==> config.mk <==
export PLATFORM = sky130hd
export DESIGN_NAME = txq_cmd_ctrl
export DESIGN_NICKNAME = d
export VERILOG_FILES = /design/src/rtl/txq_pkg.sv /design/src/rtl/txq_mode_reg.sv /design/src/rtl/txq_ptr_file.sv /design/src/rtl/txq_tx_seq.sv /design/src/rtl/txq_cmd_ctrl.sv
export SDC_FILE = /design/constraint.sdc
export NUM_CORES = 1
export LEC_CHECK = 0
export ABC_AREA = 1
export BUFFER_PORTS_ARGS = -buffer_cell sky130_fd_sc_hd__buf_2
export CAP_MARGIN = 20
export CORE_MARGIN = 5
export CORE_UTILIZATION = 45
export DETAILED_ROUTE_END_ITERATION = 10
export PLACE_DENSITY = 0.85
export SLEW_MARGIN = 0
export SYNTH_ARGS = -nofsm -noshare
export SYNTH_HDL_FRONTEND = slang
export SYNTH_SLANG_ARGS = --single-unit
export TNS_END_PERCENT = 20
==> constraint.sdc <==
create_clock -name clk -period 1.9 [get_ports clk]
set_input_delay 0.57 -clock clk [delete_from_list [all_inputs] [get_ports clk]]
set_output_delay 0.57 -clock clk [all_outputs]
set_load 0.02 [all_outputs]
==> src/rtl/txq_pkg.sv <==
package txq_pkg;
  typedef enum logic [1:0] {
    OPM_INIT   = 2'd0,
    OPM_MEMACT = 2'd1,
    OPM_RUN    = 2'd2,
    OPM_HALT   = 2'd3
  } opm_e;

  localparam int MODE_W   = 16;
  localparam int GATE_BIT = 14;
  localparam int LOOP_BIT = 15;
endpackage

==> src/rtl/txq_mode_reg.sv <==
module txq_mode_reg
  import txq_pkg::*;
(
  input  logic              clk,
  input  logic              rst_n,
  input  logic [1:0]        op_mode,
  input  logic              we,
  input  logic [MODE_W-1:0] wdata,
  output logic [MODE_W-1:0] mode_q,
  output logic              gate_en,
  output logic              loop_en
);
  logic [MODE_W-1:0] mode_d;
  logic              mode_ce;

  // Gate bit may be cleared in memory-active mode but only set in initialize mode.
  always_comb begin
    mode_d  = mode_q;
    mode_ce = 1'b0;
    if (we) begin
      unique case (opm_e'(op_mode))
        OPM_INIT: begin
          mode_d  = wdata;
          mode_ce = 1'b1;
        end
        OPM_MEMACT: begin
          mode_d           = wdata;
          mode_d[GATE_BIT] = mode_q[GATE_BIT] & wdata[GATE_BIT];
          mode_ce          = 1'b1;
        end
        default: mode_ce = 1'b0;
      endcase
    end
  end

  always_ff @(posedge clk or negedge rst_n) begin
    if (!rst_n)       mode_q <= '0;
    else if (mode_ce) mode_q <= mode_d;
  end

  assign gate_en = mode_q[GATE_BIT];
  assign loop_en = mode_q[LOOP_BIT];
endmodule

==> src/rtl/txq_ptr_file.sv <==
module txq_ptr_file #(
  parameter int PTR_W = 8
) (
  input  logic             clk,
  input  logic             rst_n,
  input  logic             busy,
  input  logic             rptr_we,
  input  logic             wptr_we,
  input  logic             lptr_we,
  input  logic [PTR_W-1:0] wdata,
  input  logic             step,
  output logic [PTR_W-1:0] rptr,
  output logic [PTR_W-1:0] wptr,
  output logic [PTR_W-1:0] lptr
);
  logic [PTR_W-1:0] rptr_d;
  logic             rptr_ce, wptr_ce, lptr_ce;

  always_comb begin
    rptr_d  = rptr;
    rptr_ce = 1'b0;
    if (rptr_we && !busy) begin
      rptr_d  = wdata;
      rptr_ce = 1'b1;
    end else if (step) begin
      rptr_d  = rptr + 1'b1;
      rptr_ce = 1'b1;
    end
  end

  assign wptr_ce = wptr_we & ~busy;
  assign lptr_ce = lptr_we & ~busy;

  always_ff @(posedge clk or negedge rst_n) begin
    if (!rst_n)       rptr <= '0;
    else if (rptr_ce) rptr <= rptr_d;
  end

  always_ff @(posedge clk or negedge rst_n) begin
    if (!rst_n)       wptr <= '0;
    else if (wptr_ce) wptr <= wdata;
  end

  always_ff @(posedge clk or negedge rst_n) begin
    if (!rst_n)       lptr <= '0;
    else if (lptr_ce) lptr <= wdata;
  end
endmodule

==> src/rtl/txq_tx_seq.sv <==
module txq_tx_seq #(
  parameter int PTR_W = 8
) (
  input  logic             clk,
  input  logic             rst_n,
  input  logic             gate_en,
  input  logic             run_mode,
  input  logic             tx_cmd,
  input  logic             done_clr,
  input  logic [PTR_W-1:0] rptr,
  input  logic [PTR_W-1:0] wptr,
  input  logic [PTR_W-1:0] lptr,
  output logic             busy,
  output logic             done,
  output logic             rd_en
);
  logic             busy_d, done_d;
  logic             cmd_ok, cmd_empty, free_rd, last_rd;
  logic [PTR_W-1:0] rptr_inc;

  assign rptr_inc  = rptr + 1'b1;
  assign cmd_ok    = gate_en & tx_cmd & ~busy;
  assign cmd_empty = cmd_ok & (rptr == lptr);
  assign free_rd   = ~gate_en & run_mode & (rptr != wptr);
  assign last_rd   = busy & (rptr_inc == lptr);
  assign rd_en     = busy | free_rd;

  always_comb begin
    busy_d = busy;
    if (cmd_ok && !cmd_empty) busy_d = 1'b1;
    else if (last_rd)         busy_d = 1'b0;
    done_d = (done & ~done_clr) | cmd_empty | last_rd;
  end

  always_ff @(posedge clk or negedge rst_n) begin
    if (!rst_n) begin
      busy <= 1'b0;
      done <= 1'b0;
    end else begin
      busy <= busy_d;
      done <= done_d;
    end
  end
endmodule

==> src/rtl/txq_cmd_ctrl.sv <==
module txq_cmd_ctrl
  import txq_pkg::*;
#(
  parameter int PTR_W  = 8,
  parameter int DATA_W = 16
) (
  input  logic              clk,
  input  logic              rst_n,
  input  logic [1:0]        op_mode,
  input  logic              mode_we,
  input  logic [15:0]       mode_wdata,
  output logic [15:0]       mode_q,
  input  logic              rptr_we,
  input  logic              wptr_we,
  input  logic              lptr_we,
  input  logic [PTR_W-1:0]  ptr_wdata,
  output logic [PTR_W-1:0]  rptr,
  output logic [PTR_W-1:0]  wptr,
  output logic [PTR_W-1:0]  lptr,
  input  logic              tx_cmd,
  input  logic              done_clr,
  output logic              busy,
  output logic              done,
  output logic              mem_rd_en,
  output logic [PTR_W-1:0]  mem_addr,
  input  logic [DATA_W-1:0] mem_rdata,
  output logic              tx_valid,
  output logic [DATA_W-1:0] tx_data,
  input  logic [DATA_W-1:0] rx_line,
  output logic [DATA_W-1:0] rx_data
);
  logic [1:0] rst_pipe;
  logic       rst_sync_n;
  logic       gate_en, loop_en, run_mode;

  always_ff @(posedge clk or negedge rst_n) begin
    if (!rst_n) rst_pipe <= 2'b00;
    else        rst_pipe <= {rst_pipe[0], 1'b1};
  end
  assign rst_sync_n = rst_pipe[1];

  assign run_mode = (opm_e'(op_mode) == OPM_RUN);

  txq_mode_reg u_mode (
    .clk     (clk),
    .rst_n   (rst_sync_n),
    .op_mode (op_mode),
    .we      (mode_we),
    .wdata   (mode_wdata),
    .mode_q  (mode_q),
    .gate_en (gate_en),
    .loop_en (loop_en)
  );

  txq_ptr_file #(.PTR_W(PTR_W)) u_ptrs (
    .clk     (clk),
    .rst_n   (rst_sync_n),
    .busy    (busy),
    .rptr_we (rptr_we),
    .wptr_we (wptr_we),
    .lptr_we (lptr_we),
    .wdata   (ptr_wdata),
    .step    (mem_rd_en),
    .rptr    (rptr),
    .wptr    (wptr),
    .lptr    (lptr)
  );

  txq_tx_seq #(.PTR_W(PTR_W)) u_seq (
    .clk      (clk),
    .rst_n    (rst_sync_n),
    .gate_en  (gate_en),
    .run_mode (run_mode),
    .tx_cmd   (tx_cmd),
    .done_clr (done_clr),
    .rptr     (rptr),
    .wptr     (wptr),
    .lptr     (lptr),
    .busy     (busy),
    .done     (done),
    .rd_en    (mem_rd_en)
  );

  assign mem_addr = rptr;

  always_ff @(posedge clk or negedge rst_sync_n) begin
    if (!rst_sync_n) tx_valid <= 1'b0;
    else             tx_valid <= mem_rd_en;
  end

  assign tx_data = mem_rdata;
  assign rx_data = loop_en ? tx_data : rx_line;
endmodule

==> results.toml, run 1 <==
[grt]
grt_max_degree = 25
antenna_found_initial = 0
grt_usage = 0.208
grt_pass1_wl_microns = 12700
grt_pass1_vias = 2707
grt_overflow_total = 0

[synth]
syn_nets = 426
syn_area_per_cell_sq_um = 7.69
ys_types = 29
yosysWarnings = 0
netlist_area_sq_mm = 0.00276
synth-seq-cells = 45
postSynthCellCount = 359
yosys.area.top_type_share = 0.408
synth_seq_area_share = 0.408
synth_area_leaders = "dfrtp_1 (41%), nand2_1 (19%), buf_4 (7.1%)"
synth_area_leader_cell = "dfrtp_1"

[sta]
rsz0062_at_grt = "yes"
finalCritPeriodShare = 1.08
layout_setup_ws_ns = -0.152
max_freq_mhz = 487
hold_slack_ns = 0.0342
finalHoldViolCount = 0
skew_ns = 0.00772
period_needed_ns = 2.05
drv_slew = 0
setup-violations-final = 17

[routing]
drt_pass1_iterations = 6
ant_nets = 0
wl_microns = 8420
drc_errors = 0
drtIter0Drc = 261
wl_per_cell_microns = 14.6
dr_total_vias = 2797
via_per_inst = 4.85

[critical_path]
crit_path_end_kind = "primary output"
crit_fanout = 3
path_class = "reg2out"
worst_setup_path_start_kind = "flip-flop"
arrival_ns = 1.48
cp_common_cell = "nand2_2"
worstPathRequired_ns = 1.33
slowest_delay_ns = 0.45
slowest_stage = "dfrtp_1"
cpLargestDelayFamily = "simple AND/OR/NAND/NOR gates"
critPathBufInv = 2
crit_path_cell_trace = "inv_2 -> nand2_1 -> nand2_2 -> nand2_2 -> nor2_2 -> nand2_2 -> nand2_4 -> nand2_4 -> buf_6"

[placed_design]
gp_congestion = 0.903
placed_area_sq_mm = 0.00349
io_buffers = 149
hpwl_microns = 6550

[floorplanning]
pin_count = 150
die-height_microns = 88.3
die_x_microns = 88.3
rows = 28
dieArea_sq_mm = 0.00780
initial_core_util = 0.464
core-area_sq_mm = 0.00596

[finish]
drive_gt1_frac = 0.440
area_growth_pct = 36.2
fin_area_sq_mm = 0.00376
final_nets = 568
fillers = 518
final_common_cell = "buf_2"
num_antenna_cells = 0
layout_common_cells = "buf_2 (141), nand2_1 (136), dfrtp_1 (42), inv_1 (31), o21ai_0 (22)"

[clock_tree]
worstSkewPairLatency_ns = 0.31
cts.sinks = 45
htree_levels = 2
clk_path_buf_depth = 2
clkTransAtPathRegs_ns = 0.08
cts_root_buf = "clkbuf_8"
cts_tree = "yes"
cts_buffers = 5

[power]
p_total_uw = 5580
leakagePower_uw = 0.00217
powerDensity_mw_per_mm2 = 1480
irDropWorstVdd_mv = 0.850

[outcome]
status = "finished with violations"
violations = "negative setup slack"

[worst_hold_path]
hp-class = "in2async"

[run]
max-cap-violations = 0
[area by class of cell]
class | count | area, sq um | area share
repair buffers | 172 | 1010 | 0.269
clock inverters | 2 | 13.8 | 0.00366
inverters | 35 | 135 | 0.0359
clock buffers | 6 | 82.6 | 0.0219
well taps | 75 | 93.8 | 0.0249
flip-flops and latches | 45 | 1130 | 0.300
multi-input cells | 242 | 1300 | 0.345
[worst register-to-register path, cell delays in order, from the launching register on]
cell and delay, ns:
dfrtp_1 0.40, buf_4 0.15, buf_4 0.14, ha_1 0.30, inv_1 0.06, nand2_1 0.06
nand3_1 0.07, nor2_1 0.11, nand2_1 0.07, nor2_1 0.08, nand3_1 0.10, nand2_1 0.07
inv_1 0.03
[synth_stat cells]
cell,n
buf_6,3
conb_1,1
o22a_1,1
xnor2_2,1
buf_2,3
dfrtp_1,45
xnor2_1,8
nand3_4,1
a21oi_1,3
nand3_1,10
mux2_2,16
nor2_2,3
nand2_2,3
buf_4,26
o21ai_0,22
xor2_1,5
ha_1,1
nand3_2,2
nor3_1,1
clkinv_2,1
inv_2,1
nand2_4,1
o21ai_1,1
clkbuf_1,5
inv_4,1
nor2_1,12
inv_1,32
nand4_1,9
nand2_1,141
[power by group]
part           internal (uW)  switching, uW  leakage [uW]  total, uW
Clock                    295            338     0.0000512        633
Combinational           1310           2010       0.00157       3320
Sequential              1280            347      0.000544       1630
[state kept, by name, indices dropped and copies added (netlist names)]
signal	cells
rst_pipe	2
tx_valid	1
u_mode.mode_q	16
u_ptrs.lptr	8
u_ptrs.rptr	8
u_ptrs.wptr	8
u_seq.busy	1
u_seq.done	1
[layer usage]
layer	share of wire	wire, microns	GRT usage
met5	0	0	0
met4	0.033	277	0.0838
met3	0.082	688	0.0279
met2	0.51	4280	0.370
met1	0.38	3180	0.254
[timing repair]
action | 4_1_cts | 5_1_grt
setup buffers | 4 | 1
endpoints found under the setup margin | 15 | 18
gates resized for setup | 8 | 26
pin swaps | 2 | 1
cloned | 0 | 1
hold buffers | 0 | 0
[final timing paths]
kind,depth (start not counted),from,endpoint,slack [ns]
min in group clk,0,rst_pipe[0]$_DFF_PN0_,rst_pipe[1]$_DFF_PN0_,0.36
worst max-delay path,9,u_ptrs.rptr[5]$_DFFE_PN0P_,mem_rd_en,-0.15
worst min-delay path,1,rst_n,rst_pipe[1]$_DFF_PN0_,0.03
max in group asynchronous,1,rst_pipe[1]$_DFF_PN0_,u_ptrs.rptr[3]$_DFFE_PN0P_,1.19
worst max register to register,12,u_ptrs.rptr[1]$_DFFE_PN0P_,u_seq.busy$_DFFE_PN0P_,0.16
worst min register to register,0,rst_pipe[1]$_DFF_PN0_,tx_valid$_DFF_PN0_,0.22
[metrics by stage]
step           std cells  worst slack (ns)   util  TNS [ns]
6_report             577            -0.152  0.632    -0.546
5_1_grt              577            -0.210  0.632     -1.28
4_1_cts              575            -0.111  0.611    -0.195
3_5_place_dp         563            0.0303  0.586         0
3_3_place_gp         563            0.0435  0.586         0
2_1_floorplan        359            0.0828      -         0
[logic make-up (layout without fill, tap and decap cells)]
logic type / Yosys count / in the layout / share of synthesized area
AOI/OAI and AO/OA: 27 / 27 / 0.0503
xor gates and xnor gates: 14 / 14 / 0.0471
adders and majority gates: 1 / 1 / 0.00453
buffers and inverters: 72 / 215 / 0.144
DFF: 45 / 45 / 0.408
muxes: 16 / 16 / 0.0652
other: 1 / 1 / 0.00136
and+or+nand+nor: 183 / 183 / 0.280
Power figures use the tool's default switching activity.
==> inputs of run 2 (changes only) <==
--- a/config.mk
+++ b/config.mk
@@ -8,10 +8,12 @@
 export ABC_AREA = 1
 export BUFFER_PORTS_ARGS = -buffer_cell sky130_fd_sc_hd__buf_2
 export CAP_MARGIN = 20
+export CELL_PAD_IN_SITES_DETAIL_PLACEMENT = 2
+export CELL_PAD_IN_SITES_GLOBAL_PLACEMENT = 2
 export CORE_MARGIN = 5
-export CORE_UTILIZATION = 45
+export CORE_UTILIZATION = 23
 export DETAILED_ROUTE_END_ITERATION = 10
-export PLACE_DENSITY = 0.85
+export PLACE_DENSITY = 0.83
 export SLEW_MARGIN = 0
 export SYNTH_ARGS = -nofsm -noshare
 export SYNTH_HDL_FRONTEND = slang
==> results.toml, run 2 (synthesized netlist as in run 1, its figures left out) <==
[floorplanning]
die_x_microns = 120
pin_count = 150
rows = 40
die-height_microns = 120
core-area_sq_mm = 0.0119
dieArea_sq_mm = 0.0143
initial_core_util = 0.232

[sta]
period_needed_ns = 2.01
finalCritPeriodShare = 1.06
finalHoldViolCount = 0
hold_slack_ns = 0.0516
rsz0062_at_grt = "yes"
tightest_slew_ns = 0.562
skew_ns = 0.00559
relSlewSlack = 0.624
drv_slew = 0
max_freq_mhz = 499
layout_setup_ws_ns = -0.105
setup-violations-final = 18

[clock_tree]
clkTransAtPathRegs_ns = 0.06
cts_buffers = 5
htree_levels = 2
cts.sinks = 45
clk_path_buf_depth = 2
cts_tree = "yes"
worstSkewPairLatency_ns = 0.29
cts_root_buf = "clkbuf_16"

[placed_design]
gp_congestion = 0.792
hpwl_microns = 8630
io_buffers = 149
dp_cells = 635

[finish]
largest_register_ffs = 16
fillers = 1395
final_common_cell = "nand2_1"
largest-register = "u_mode.mode_q"
area_growth_pct = 44.4
layout_common_cells = "nand2_1 (140), buf_2 (138), dfrtp_1 (43), inv_1 (30), buf_4 (27)"
stdcell_count = 655
num_antenna_cells = 0
drive_gt1_frac = 0.435
final_nets = 574

[routing]
wl_microns = 11100
drt_pass1_iterations = 4
drc_errors = 0
drtIter0Drc = 85
ant_nets = 0
via_per_inst = 4.44
wl_per_cell_microns = 16.9
dr_total_vias = 2910

[outcome]
violations = "negative setup slack"
status = "finished with violations"

[run]
max-cap-violations = 0

[critical_path]
worst_setup_path_start_kind = "flip-flop"
crit_fanout = 2
worstPathRequired_ns = 1.33
crit_path_end_kind = "primary output"
crit-reg2reg-launch = "u_ptrs.rptr[1]$_DFFE_PN0P_"
r2r_slack_ns = 0.09
arrival_ns = 1.44
r2r_end = "u_seq.busy$_DFFE_PN0P_"
path_class = "reg2out"
rr_worst_depth = 11

[grt]
grt_max_degree = 25
grt_usage = 0.150
antenna_found_initial = 0
grt_overflow_total = 0
grt_pass1_vias = 3274
grt_pass1_wl_microns = 17200

[power]
powerDensity_mw_per_mm2 = 1560
irDropWorstVdd_mv = 0.539
leakagePower_uw = 0.00224

[worst_hold_path]
hp-class = "in2async"
==> run 2: per-stage QoR <==
| step | power (uW) | setup TNS, ns | cell area (sq um) | setup slack, ns | util |
|---|---|---|---|---|---|
| finish | 6210 | -0.695 | 3990 | -0.105 | 0.335 |
| global route | 6720 | -1.60 | 3990 | -0.186 | 0.335 |
| CTS | 6140 | -0.281 | 3830 | -0.140 | 0.321 |
| detailed placement | 4950 | -0.0255 | 3580 | -0.0255 | 0.301 |
| global placement | 4770 | 0 | 3580 | 0.0501 | 0.301 |
| floorplan | 3850 | 0 | 2760 | 0.0828 | - |
==> run 2: worst max-delay path, cell delays in order, from the launching register on <==
cell,delay [ns]
dfrtp_1,0.39
xnor2_1,0.20
nand2_1,0.10
nor2_2,0.09
nand2_2,0.10
nand2_4,0.08
nand2_4,0.05
buf_6,0.13
==> run 2: what timing repair did <==
action | 4_1_cts | 5_1_grt
gates resized for setup | 7 | 27
cloned | 0 | 2
pin swaps | 5 | 6
setup buffers | 7 | 3
hold buffers | 0 | 0
endpoints found under the setup margin | 17 | 21
==> run 2: cell type report <==
cell class / count / area, sq um / share of cell area
clock buffers: 7 / 143 / 0.0358
clock inverters: 1 / 30.0 / 0.00753
inverters: 35 / 135 / 0.0339
multi-input cells: 242 / 1280 / 0.322
flip-flops and latches: 45 / 1130 / 0.283
well taps: 147 / 184 / 0.0461
repair buffers: 178 / 1080 / 0.272
==> run 2: routing by layer <==
metal  up-vias  share of wire  global-route usage
li1       1390              -                   -
met1      1427           0.43               0.178
met2        80           0.52               0.276
met3        13          0.038              0.0316
met4         0          0.014              0.0387
met5         -              0                   0
==> run 2: report_power, final <==
group          internal, uW  switching [uW]  total (uW)
sequential             1280             334        1610
clock                   658             384        1040
combinational          1380            2180        3560
total                  3310            2900        6210
==> run 2: worst max-delay path by stage <==
stage                                           from         to  cells after the start
after detailed placement                  op_mode[0]  mem_rd_en                      6
after CTS                 u_ptrs.wptr[4]$_DFFE_PN0P_  mem_rd_en                      7
after global routing      u_ptrs.rptr[7]$_DFFE_PN0P_  mem_rd_en                      7
final                     u_ptrs.wptr[4]$_DFFE_PN0P_  mem_rd_en                      7
after global placement                    op_mode[0]  mem_rd_en                      6
after floorplan           u_ptrs.rptr[2]$_DFFE_PN0P_  mem_rd_en                      7
